--- src/rtl/vew_pkg.sv ---
package vew_pkg;
  typedef enum logic [1:0] {
    EW64 = 2'b00,
    EW32 = 2'b01,
    EW16 = 2'b10,
    EW8  = 2'b11
  } ew_e;

  localparam int REG_BYTES = 8;
  localparam int REG_BITS  = REG_BYTES * 8;

  // log2 of element size in bytes
  function automatic logic [1:0] ew_shift(input logic [1:0] code);
    return 2'd3 - code;
  endfunction
endpackage

--- src/rtl/vew_ctrl.sv ---
module vew_ctrl
  import vew_pkg::*;
#(
  parameter int MAX_VL  = 64,
  parameter int REG_CNT = 128,
  localparam int VL_W   = $clog2(MAX_VL + 1),
  localparam int EI_W   = $clog2(MAX_VL),
  localparam int IDX_W  = $clog2(REG_CNT)
) (
  input  logic              clk,
  input  logic              rst,
  input  logic              start,
  input  logic [VL_W-1:0]   vec_len,
  input  logic [1:0]        ew_code,
  input  logic [IDX_W-1:0]  base_reg,
  input  logic [MAX_VL-1:0] pred_mask,
  input  logic              res_valid,
  output logic              res_ready,
  output logic              fire,
  output logic              last,
  output logic [EI_W-1:0]   elem,
  output logic              elem_pred,
  output logic [1:0]        ew_q,
  output logic [IDX_W-1:0]  base_q,
  output logic              take_start,
  output logic              quick_done,
  output logic              quick_err
);
  localparam int SP_W = IDX_W + VL_W + 3;

  typedef enum logic {S_IDLE, S_RUN} st_e;
  st_e                st;
  logic [VL_W-1:0]    vl_q;
  logic [MAX_VL-1:0]  pred_q;
  logic [SP_W-1:0]    span_bytes;
  logic [SP_W-1:0]    last_reg;
  logic               ovf;

  always_comb begin
    span_bytes = SP_W'(vec_len) << ew_shift(ew_code);
    last_reg   = SP_W'(base_reg) + ((span_bytes - SP_W'(1)) >> 3);
    ovf        = last_reg > SP_W'(REG_CNT - 1);
  end

  assign take_start = start && (st == S_IDLE);
  assign quick_done = take_start && ((vec_len == '0) || ovf);
  assign quick_err  = take_start && (vec_len != '0) && ovf;
  assign res_ready  = (st == S_RUN);
  assign fire       = res_ready && res_valid;
  assign last       = (elem == EI_W'(vl_q - VL_W'(1)));
  assign elem_pred  = pred_q[elem];

  always_ff @(posedge clk) begin
    if (rst) begin
      st     <= S_IDLE;
      vl_q   <= '0;
      pred_q <= '0;
      ew_q   <= '0;
      base_q <= '0;
      elem   <= '0;
    end else begin
      if (take_start) begin
        vl_q   <= vec_len;
        pred_q <= pred_mask;
        ew_q   <= ew_code;
        base_q <= base_reg;
        elem   <= '0;
        if (!quick_done) st <= S_RUN;
      end else if (fire) begin
        if (last) st <= S_IDLE;
        else      elem <= elem + EI_W'(1);
      end
    end
  end


  elem_step_chk: assert property (@(posedge clk) disable iff (rst)
    (fire && !last) |=> (elem == $past(elem) + EI_W'(1)));


  busy_hold_chk: assert property (@(posedge clk) disable iff (rst)
    (st == S_RUN && !fire) |=> ($stable(vl_q) && $stable(ew_q) && $stable(base_q)));
endmodule

--- src/rtl/vew_lane.sv ---
module vew_lane
  import vew_pkg::*;
#(
  parameter int MAX_VL  = 64,
  parameter int REG_CNT = 128,
  localparam int EI_W   = $clog2(MAX_VL),
  localparam int IDX_W  = $clog2(REG_CNT),
  localparam int BE_W   = REG_BYTES,
  localparam int LANE_W = $clog2(REG_BYTES)
) (
  input  logic [EI_W-1:0]     elem,
  input  logic [1:0]          ew_code,
  input  logic [IDX_W-1:0]    base_reg,
  input  logic                pbit,
  input  logic [REG_BITS-1:0] res_data,
  output logic [IDX_W-1:0]    idx,
  output logic [BE_W-1:0]     be,
  output logic [REG_BITS-1:0] data
);
  localparam int POS_W = EI_W + LANE_W;

  logic [POS_W-1:0]    pos;
  logic [LANE_W-1:0]   lane;
  logic [LANE_W:0]     nbytes;
  logic [BE_W-1:0]     keep;
  logic [REG_BITS-1:0] masked;

  assign pos    = POS_W'(elem) << ew_shift(ew_code);
  assign lane   = pos[LANE_W-1:0];
  assign nbytes = (LANE_W+1)'(1) << ew_shift(ew_code);
  assign idx    = base_reg + IDX_W'(pos >> LANE_W);

  for (genvar b = 0; b < BE_W; b++) begin : g_byte
    assign keep[b]          = (b < int'(nbytes));
    assign masked[8*b +: 8] = keep[b] ? res_data[8*b +: 8] : 8'h00;
  end

  assign be   = pbit ? (keep << lane) : '0;
  assign data = masked << {lane, 3'b000};
endmodule

--- src/rtl/vec_elem_writer.sv ---
module vec_elem_writer
  import vew_pkg::*;
#(
  parameter int MAX_VL  = 64,
  parameter int REG_CNT = 128,
  localparam int VL_W   = $clog2(MAX_VL + 1),
  localparam int EI_W   = $clog2(MAX_VL),
  localparam int IDX_W  = $clog2(REG_CNT)
) (
  input  logic                 clk,
  input  logic                 rst,
  input  logic                 start,
  input  logic [VL_W-1:0]      vec_len,
  input  logic [1:0]           ew_code,
  input  logic [IDX_W-1:0]     base_reg,
  input  logic [MAX_VL-1:0]    pred_mask,
  input  logic                 res_valid,
  input  logic [REG_BITS-1:0]  res_data,
  output logic                 res_ready,
  output logic                 wr_en,
  output logic [IDX_W-1:0]     wr_idx,
  output logic [REG_BYTES-1:0] wr_be,
  output logic [REG_BITS-1:0]  wr_data,
  output logic                 done,
  output logic                 err
);
  logic              fire, last, elem_pred, take_start, quick_done, quick_err;
  logic [EI_W-1:0]   elem;
  logic [1:0]        ew_q;
  logic [IDX_W-1:0]  base_q;
  logic [IDX_W-1:0]     n_idx;
  logic [REG_BYTES-1:0] n_be;
  logic [REG_BITS-1:0]  n_data;

  vew_ctrl #(.MAX_VL(MAX_VL), .REG_CNT(REG_CNT)) u_ctrl (
    .clk(clk), .rst(rst), .start(start), .vec_len(vec_len),
    .ew_code(ew_code), .base_reg(base_reg), .pred_mask(pred_mask),
    .res_valid(res_valid), .res_ready(res_ready), .fire(fire), .last(last),
    .elem(elem), .elem_pred(elem_pred), .ew_q(ew_q), .base_q(base_q),
    .take_start(take_start), .quick_done(quick_done), .quick_err(quick_err)
  );

  vew_lane #(.MAX_VL(MAX_VL), .REG_CNT(REG_CNT)) u_lane (
    .elem(elem), .ew_code(ew_q), .base_reg(base_q), .pbit(elem_pred),
    .res_data(res_data), .idx(n_idx), .be(n_be), .data(n_data)
  );

  always_ff @(posedge clk) begin
    if (rst) begin
      wr_en   <= 1'b0;
      wr_idx  <= '0;
      wr_be   <= '0;
      wr_data <= '0;
      done    <= 1'b0;
      err     <= 1'b0;
    end else begin
      wr_en <= fire;
      done  <= quick_done || (fire && last);
      err   <= quick_err;
      if (fire) begin
        wr_idx  <= n_idx;
        wr_be   <= n_be;
        wr_data <= n_data;
      end else begin
        wr_be   <= '0;
      end
    end
  end


  empty_vec_chk: assert property (@(posedge clk) disable iff (rst)
    (take_start && vec_len == '0) |=> (done && !wr_en && !err));


  ovf_nowrite_chk: assert property (@(posedge clk) disable iff (rst)
    err |-> (done && !wr_en && !res_ready));


  lane_count_chk: assert property (@(posedge clk) disable iff (rst)
    wr_en |-> ($countones(wr_be) == 0 ||
               $countones(wr_be) == (1 << ew_shift(ew_q))));


  ready_vs_done_chk: assert property (@(posedge clk) disable iff (rst)
    res_ready |-> !done);


  idle_be_chk: assert property (@(posedge clk) disable iff (rst)
    !wr_en |-> (wr_be == '0));
endmodule

--- config.mk ---
export PLATFORM = sky130hd
export DESIGN_NAME = vec_elem_writer
export DESIGN_NICKNAME = d
export VERILOG_FILES = /design/src/rtl/vew_pkg.sv /design/src/rtl/vew_ctrl.sv /design/src/rtl/vew_lane.sv /design/src/rtl/vec_elem_writer.sv
export SDC_FILE = /design/constraint.sdc
export NUM_CORES = 1
export LEC_CHECK = 0
export ABC_AREA = 1
export BUFFER_PORTS_ARGS = -buffer_cell sky130_fd_sc_hd__buf_2
export CAP_MARGIN = 40
export CORE_AREA = 10 10 131 133
export CTS_BUF_LIST = sky130_fd_sc_hd__clkbuf_8
export CTS_CLUSTER_DIAMETER = 40
export CTS_CLUSTER_SIZE = 25
export DETAILED_ROUTE_END_ITERATION = 10
export DIE_AREA = 0 0 141 143
export PLACE_DENSITY = 0.94
export SLEW_MARGIN = 20
export SYNTH_ARGS = -nofsm -noshare
export SYNTH_HDL_FRONTEND = slang
export SYNTH_SLANG_ARGS = --single-unit
--- constraint.sdc ---
create_clock -name clk -period 5.26 [get_ports clk]
set_input_delay 1.052 -clock clk [delete_from_list [all_inputs] [get_ports clk]]
set_output_delay 1.052 -clock clk [all_outputs]
set_load 0.03 [all_outputs]
==> metrics.log, run 1 <==
INFO  metric die_w = 141 µm
INFO  metric nets = 1453
INFO  metric timing_worst_slew_pin_value = 789 ps
INFO  metric setup.worst_path.class = primary input to flop
INFO  metric path_buf_inv = 5
INFO  metric grt_remaining_overflow = 0
INFO  metric worstPathMaxFanout = 44
INFO  metric synthesized_netlist_net_count = 1259
INFO  metric grt_antenna_before_repair = 1
INFO  metric final_area = 0.00942 mm²
INFO  metric worstHoldPathType = flop to flop
INFO  metric ys.flop_type = dfxtp_1
INFO  metric route.vias.total = 8332
INFO  metric synth_cells = 1094
INFO  metric grt_first_pass_wirelength = 40000 µm
INFO  metric synth_top_cell_by_area = dfxtp_1
INFO  metric ys_seq_elements = 168
INFO  metric num_io_pins = 231
INFO  metric run_status = completed
INFO  metric drive_above_1_share = 22.6%
INFO  metric async_reset_ff_share = 0%
INFO  metric final-setup-viol-count = 0
INFO  metric dieHeight = 143 µm
INFO  metric die_area = 0.0202 mm²
INFO  metric grt_use_total = 24.2%
INFO  metric cts-root-to-sink-buffers = 2
INFO  metric fmax = 317 MHz
INFO  metric synth.cell_area = 0.00788 mm²
INFO  metric synth.yosys.seq_area_share = 42.7%
INFO  metric skew = 8.12 ps
INFO  metric number_of_detailed_routing_iterations_run_before_antenna_repair = 6
INFO  metric grt.met2_usage = 39.1%
INFO  metric unrepaired_setup_endpoints_after_global_routing = no
INFO  metric timing.critical_path.arrival = 3550 ps
INFO  metric n_fill_cell = 1205
INFO  metric drv.max_cap_violation_count = 0
INFO  metric peakVddDrop = 0.179 mV
INFO  metric critical_path.slowest_cell = inv_2
INFO  metric drt_drc_violations_left = 0
INFO  metric cts_tree = done
INFO  metric final-hold-violation-count = 0
INFO  metric critPathTopFamily = buffers and inverters
INFO  metric worst_skew_pair.late_latency = 470 ps
INFO  metric avgRoutedWirePerCell = 17.1 µm
INFO  metric final_weighted_congestion_in_routability_driven_placement = 0.971
INFO  metric path_cells = buf_2 > buf_4 > inv_2 > nand2_1 > inv_2 > buf_4 > nand2_1 > o21ai_0
INFO  metric cts_inserted_buffers = 17
INFO  metric area_delta_synth_final = 19.5%
INFO  metric drt_first_iter_violations = 1054
INFO  metric routed_via_density = 5.61
INFO  metric netlist_top_cells_count = 280 x nand2_1, 168 x dfxtp_1, 117 x o21ai_0
INFO  metric power_leakage = 0.00457 µW
INFO  metric grt_start_max_net_pins = 69
INFO  metric coreArea = 0.0144 mm²
INFO  metric initial_core_util = 54.7%
INFO  metric synth_warnings = 0
INFO  metric met1_usage_grt = 28.8%
INFO  metric slew_viol_final = 0
INFO  metric io_buffer_count = 230
INFO  metric post_synth.cell_area_avg = 7.21 µm²
INFO  metric synth_top_area_share = 42.7%
INFO  metric final_sum_of_negative_setup_slack = 0 ps
INFO  metric postRouteWirelength = 25400 µm
INFO  metric clk_transition_reported_paths = 90 ps
INFO  metric number_of_hold_buffers_added_after_cts = 0
INFO  metric synth_top_cells_by_area = dfxtp_1 43%, nand2_1 13%, o21ai_0 7.4%
INFO  metric critPathCaptureType = flop
INFO  metric cts.repair.resized = 0
INFO  metric yosysMostFrequentCell = nand2_1
INFO  metric power_density = 311 mW/mm²
INFO  metric route.antenna.remaining_nets = 0
INFO  metric synth-edff-count = 0
INFO  metric clockRootBuffer = clkbuf_8
INFO  metric synth.lib_cells_used.distinct = 41
INFO  metric worst_path_largest_cell_delay = 630 ps
INFO  metric dpl-instance-area = 0.00902 mm²
INFO  metric finalCritPeriodShare = 60.0%
INFO  metric globalRoute.busiestLayer = met2
INFO  metric global_route.usage.met3 = 5.61%
INFO  metric crit_path_start_kind = primary input
INFO  metric cts_setup_buffers = 0
INFO  metric dp.final_hpwl = 18400 µm
INFO  metric first_global_vias = 8067
INFO  metric row_count = 44
INFO  metric cts.htree.levels = 4
INFO  metric timing.slew.headroom = 47.3%
INFO  metric cts.sink_count = 168
INFO  metric cp.required = 5650 ps
INFO  metric period_needed = 3160 ps
[report_power, final]
group	switching (µW)	internal, µW	total, µW	leakage [µW]
registers	46.3	1360	1410	0.00137
clock network	489	435	925	0.000191
logic	401	195	596	0.00301
total	936	1990	2930	0.00457
[stage by stage]
| stage | util [%] | setup slack, ps | hold slack [ps] | cells | power, µW |
|---|---|---|---|---|---|
| 2_1_floorplan | - | 2230 | 421 | 1094 | 1830 |
| 6_report | 65.3 | 2100 | 457 | 1486 | 2930 |
| 3_5_place_dp | 62.6 | 1670 | 444 | 1453 | 2020 |
| 5_1_grt | 65.3 | 1830 | 480 | 1486 | 3050 |
| 3_3_place_gp | 62.6 | 1750 | 434 | 1453 | 2000 |
| 4_1_cts | 65.3 | 2120 | 459 | 1485 | 2930 |
[cell type report]
class	count	area (µm²)	share of cell area [%]
diodes	1	2.50	0.0266
clock buffers	18	248	2.63
clock inverters	14	149	1.58
inverters	106	398	4.22
multi-input cells	755	3800	40.4
flip-flops and latches	168	3360	35.7
well taps	184	230	2.44
repair buffers	240	1230	13.0
[per-layer routing]
metal,part of all wire (%),wire [µm]
met4,4.8,1210
met1,39,9960
met5,0,0
met2,48,12100
met3,8.4,2140
[path summary, 6_finish.rpt]
path / startpoint / endpoint / slack (ps) / cells after the start
worst max-delay path: rst / u_ctrl.pred_q[28] / 2100 / 8
worst max register to register: u_ctrl.ew_q[1] / wr_data[51] / 2310 / 6
worst min-delay path: u_ctrl.pred_q[12] / u_ctrl.pred_q[12] / 460 / 2
worst min register to register: u_ctrl.pred_q[12] / u_ctrl.pred_q[12] / 460 / 2
[registers in the layout, summed over array words and instances, names as in the netlist, 2 cells and up]
signal and cells:
wr_idx 7, u_ctrl.ew_q 2, u_ctrl.base_q 7, wr_data 64, u_ctrl.vl_q 6, u_ctrl.pred_q 64
wr_be 8, u_ctrl.elem 6
[tightest hold or removal path: cells and delay by family (launching register included)]
family | cells | cell delay [ps]
flip-flops | 1 | 320
AND/OR/NAND/NOR | 2 | 100
[layout by cell type (no fill, tap or decap), drive strengths merged]
master    count
fa            1
clkbuf       18
nand4         2
bufinv        2
buf         240
ha           16
or2          10
o21ai       123
nand3        65
a22o         17
xnor2         4
a21o          2
o211ai        5
a22oi        26
nor4          2
inv         107
o22ai         9
o21a          1
o2111ai       1
o31ai         1
clkinv        7
a21oi       101
nor3          1
diode         1
clkinvlp      4
xnor3         1
xor2         11
nand2       283
dfxtp       168
nor2         73
[kinds of logic (layout without fill, tap and decap cells)]
kind of cell / after synthesis / after routing / share of synthesized area, %
AO/OA/AOI/OAI: 286 / 286 / 20.3
XOR/XNOR: 16 / 16 / 1.95
adder cells (fa/ha/maj): 17 / 17 / 2.79
buffers and inverters: 171 / 378 / 9.14
flip-flops: 168 / 168 / 42.7
other: 0 / 1 / 0
AND/OR/NAND/NOR: 436 / 436 / 23.2
Power figures use the tool's default switching activity.
==> inputs of run 2 (changes only) <==
--- a/config.mk
+++ b/config.mk
@@ -8,13 +8,13 @@
 export ABC_AREA = 1
 export BUFFER_PORTS_ARGS = -buffer_cell sky130_fd_sc_hd__buf_2
 export CAP_MARGIN = 40
-export CORE_AREA = 10 10 131 133
+export CORE_AREA = 10 10 132 134
 export CTS_BUF_LIST = sky130_fd_sc_hd__clkbuf_8
 export CTS_CLUSTER_DIAMETER = 40
 export CTS_CLUSTER_SIZE = 25
 export DETAILED_ROUTE_END_ITERATION = 10
-export DIE_AREA = 0 0 141 143
-export PLACE_DENSITY = 0.94
+export DIE_AREA = 0 0 142 144
+export PLACE_DENSITY = 0.93
 export SLEW_MARGIN = 20
 export SYNTH_ARGS = -nofsm -noshare
 export SYNTH_HDL_FRONTEND = slang
==> constraint.sdc (replaced) <==
create_clock -name clk -period 3.1 [get_ports clk]
set_input_delay 0.62 -clock clk [delete_from_list [all_inputs] [get_ports clk]]
set_output_delay 0.62 -clock clk [all_outputs]
set_load 0.03 [all_outputs]
==> run 2 against run 1 <==
  * Die area rose by 1.4%
  * Register-to-register slack got worse by 1900 ps
  * Critical path depth up 8
  * Critical endpoint is now wr_idx[6]
  * Via count shrank 0.48%
  * Power is 67% higher
  * Sequential share of layout area fell by 0.27 points
  * Largest cell class unchanged
  * Core utilization fell by 1.4 points
==> metrics.log, run 2 (synthesis results as in run 1) <==
INFO  metric final-setup-viol-count = 0 (unchanged)
INFO  metric cts-root-to-sink-buffers = 2 (unchanged)
INFO  metric power_leakage = 0.00462 µW (+1.0%)
INFO  metric route.vias.total = 8292 (-0.48%)
INFO  metric mostFrequentLayoutCells = 279 x nand2_1, 230 x buf_2, 168 x dfxtp_1, 117 x o21ai_0, 102 x inv_1
INFO  metric power.share.combinational = 20.9% (+0.6 points)
INFO  metric drt_drc_violations_left = 0 (unchanged)
INFO  metric dieHeight = 144 µm (+0.70%)
INFO  metric crit_path_start = u_ctrl.elem[3]
INFO  metric hold_path_startpoint = pred_mask[13]
INFO  metric row_count = 45 (+2.3%)
INFO  metric grt_antenna_before_repair = 1 (unchanged)
INFO  metric cts.htree.levels = 4 (unchanged)
INFO  metric share_seq_of_total_power = 48.8% (+0.7 points)
INFO  metric dpl-instance-area = 0.00911 mm² (+1.0%)
INFO  metric r2r.worst_path.cells = 16 (+10)
INFO  metric n_fill_cell = 1312 (+8.9%)
INFO  metric timing_worst_slew_pin_value = 802 ps (+13.0 ps)
INFO  metric first_global_vias = 8029 (-0.47%)
INFO  metric layout.cells.most_common = nand2_1
INFO  metric grt_start_max_net_pins = 70 (+1.4%)
INFO  metric run_status = completed
INFO  metric initial_core_util = 53.0% (-1.6 points)
INFO  metric period_needed = 2710 ps
INFO  metric route.antenna.remaining_nets = 0 (unchanged)
INFO  metric io_buffer_count = 230 (unchanged)
INFO  metric finalCritPeriodShare = 87.5%
INFO  metric cts_inserted_buffers = 17 (unchanged)
INFO  metric fmax = 368 MHz
INFO  metric final-hold-violation-count = 0 (unchanged)
INFO  metric power_switching = 1550 µW (+65%)
INFO  metric largestRegisters = u_ctrl.pred_q: 64 flops, wr_data: 64 flops, wr_be: 8 flops
INFO  metric cts_setup_buffers = 0 (unchanged)
INFO  metric skew = 16.5 ps (+8.35 ps)
INFO  metric postRouteWirelength = 25400 µm (about the same)
INFO  metric number_of_hold_buffers_added_after_cts = 0 (unchanged)
INFO  metric timing.rr.start = u_ctrl.elem[3]
INFO  metric avgRoutedWirePerCell = 17.0 µm (-0.76%)
INFO  metric worstPathMaxFanout = 7 (-84%)
INFO  metric die_area = 0.0204 mm² (+1.4%)
INFO  metric cp.required = 3460 ps (-2190 ps)
INFO  metric dp.final_hpwl = 18700 µm (+1.7%)
INFO  metric drv.max_cap_violation_count = 0 (unchanged)
INFO  metric hold-path-cell-count = 3 (+1)
INFO  metric timing.slew.headroom = 46.4% (-0.94 points)
INFO  metric final_weighted_congestion_in_routability_driven_placement = 0.933 (-3.9%)
INFO  metric crit_path_start_kind = flop
INFO  metric coreArea = 0.0149 mm² (+3.1%)
INFO  metric clk_transition_reported_paths = 90 ps (about the same)
INFO  metric power_report.internal_total = 3350 µW (+68%)
INFO  metric routed_via_density = 5.54 (-1.3%)
INFO  metric power_density = 516 mW/mm² (+66%)
INFO  metric drt_first_iter_violations = 970 (-8.0%)
INFO  metric worst_skew_pair.late_latency = 460 ps (about the same)
INFO  metric final_area = 0.00949 mm² (+0.77%)
INFO  metric area_delta_synth_final = 20.4%
INFO  metric die_w = 142 µm (+0.71%)
INFO  metric clockRootBuffer = clkbuf_8
INFO  metric final_sum_of_negative_setup_slack = 0 ps (unchanged)
INFO  metric postLayoutCoreUtil = 63.9% (-1.4 points)
INFO  metric cts_tree = done
INFO  metric drive_above_1_share = 22.9% (+0.26 points)
INFO  metric timing.critical_path.arrival = 3080 ps (-470 ps)
INFO  metric critPathCaptureType = flop
INFO  metric number_of_detailed_routing_iterations_run_before_antenna_repair = 6 (unchanged)
INFO  metric clock_power_share = 30.3% (-1.3 points)
INFO  metric unrepaired_setup_endpoints_after_global_routing = no
INFO  metric grt_first_pass_wirelength = 40300 µm (+0.55%)
INFO  metric nets = 1460 (+0.48%)
INFO  metric cts.repair.resized = 0 (unchanged)
INFO  metric cts.sink_count = 168 (unchanged)
INFO  metric peakVddDrop = 0.278 mV (+55%)
INFO  metric setup.worst_path.class = flop to flop
INFO  metric worstHoldPathType = primary input to flop
INFO  metric switching_share = 31.6% (-0.33 points)
INFO  metric grt_remaining_overflow = 0 (unchanged)
INFO  metric num_io_pins = 231 (unchanged)
INFO  metric slew_viol_final = 0 (unchanged)
INFO  metric grt_use_total = 24.0% (-0.19 points)
## run 2: worst paths after layout
check | endpoint | slack [ps]
min | u_ctrl.pred_q[13] | 340
min reg2reg | u_ctrl.pred_q[60] | 460
max reg2reg | wr_idx[6] | 390
max | wr_idx[6] | 390
## run 2: area by class of cell
type	instances	area [µm²]	share of cell area (%)
multi-input combinational	755	3800	40.1
antenna	2	5.00	0.0527
timing repair buffer	247	1310	13.8
inverter	106	398	4.19
tap	188	235	2.48
sequential	168	3360	35.4
clock buffer	20	275	2.90
clock inverter	12	101	1.07
## run 2: worst max-delay path, stage by stage, from the launching register on
cell     delay, ps
dfxtp_1        440
inv_1          190
nand2_1         90
o21ai_0         80
inv_1           90
nand2_1         50
o21ai_0        100
ha_1           210
inv_1           60
fa_1           420
o21ai_0        350
a21o_1         160
a21oi_1         70
nand2_1         60
nand2_1         50
o21ai_0        160
inv_1           50
## run 2: power groups by stage
stage | logic (µW) | clock network, µW | registers [µW]
2_1_floorplan | 537 | 0 | 2570
3_3_place_gp | 977 | 0 | 2430
3_5_place_dp | 1010 | 0 | 2440
4_1_cts | 1020 | 1490 | 2390
5_1_grt | 1140 | 1570 | 2410
6_report | 1020 | 1480 | 2390
## run 2: routing by layer
layer	GRT usage, %	up-vias	part of all wire (%)
met3	5.48	80	8.8
met1	28.9	3798	39
met4	12.4	0	4.7
li1	-	3988	-
met5	0	-	0
met2	39.3	426	47
## run 2: per-stage QoR
stage               power, µW  hold slack [ps]  std cells  setup WS [ps]
finish                   4900              343       1498            386
floorplan                3100              421       1094            504
CTS                      4890              330       1496            414
global route             5110              334       1497           69.5
global placement         3410              433       1463            214
detailed placement       3440              439       1464            120
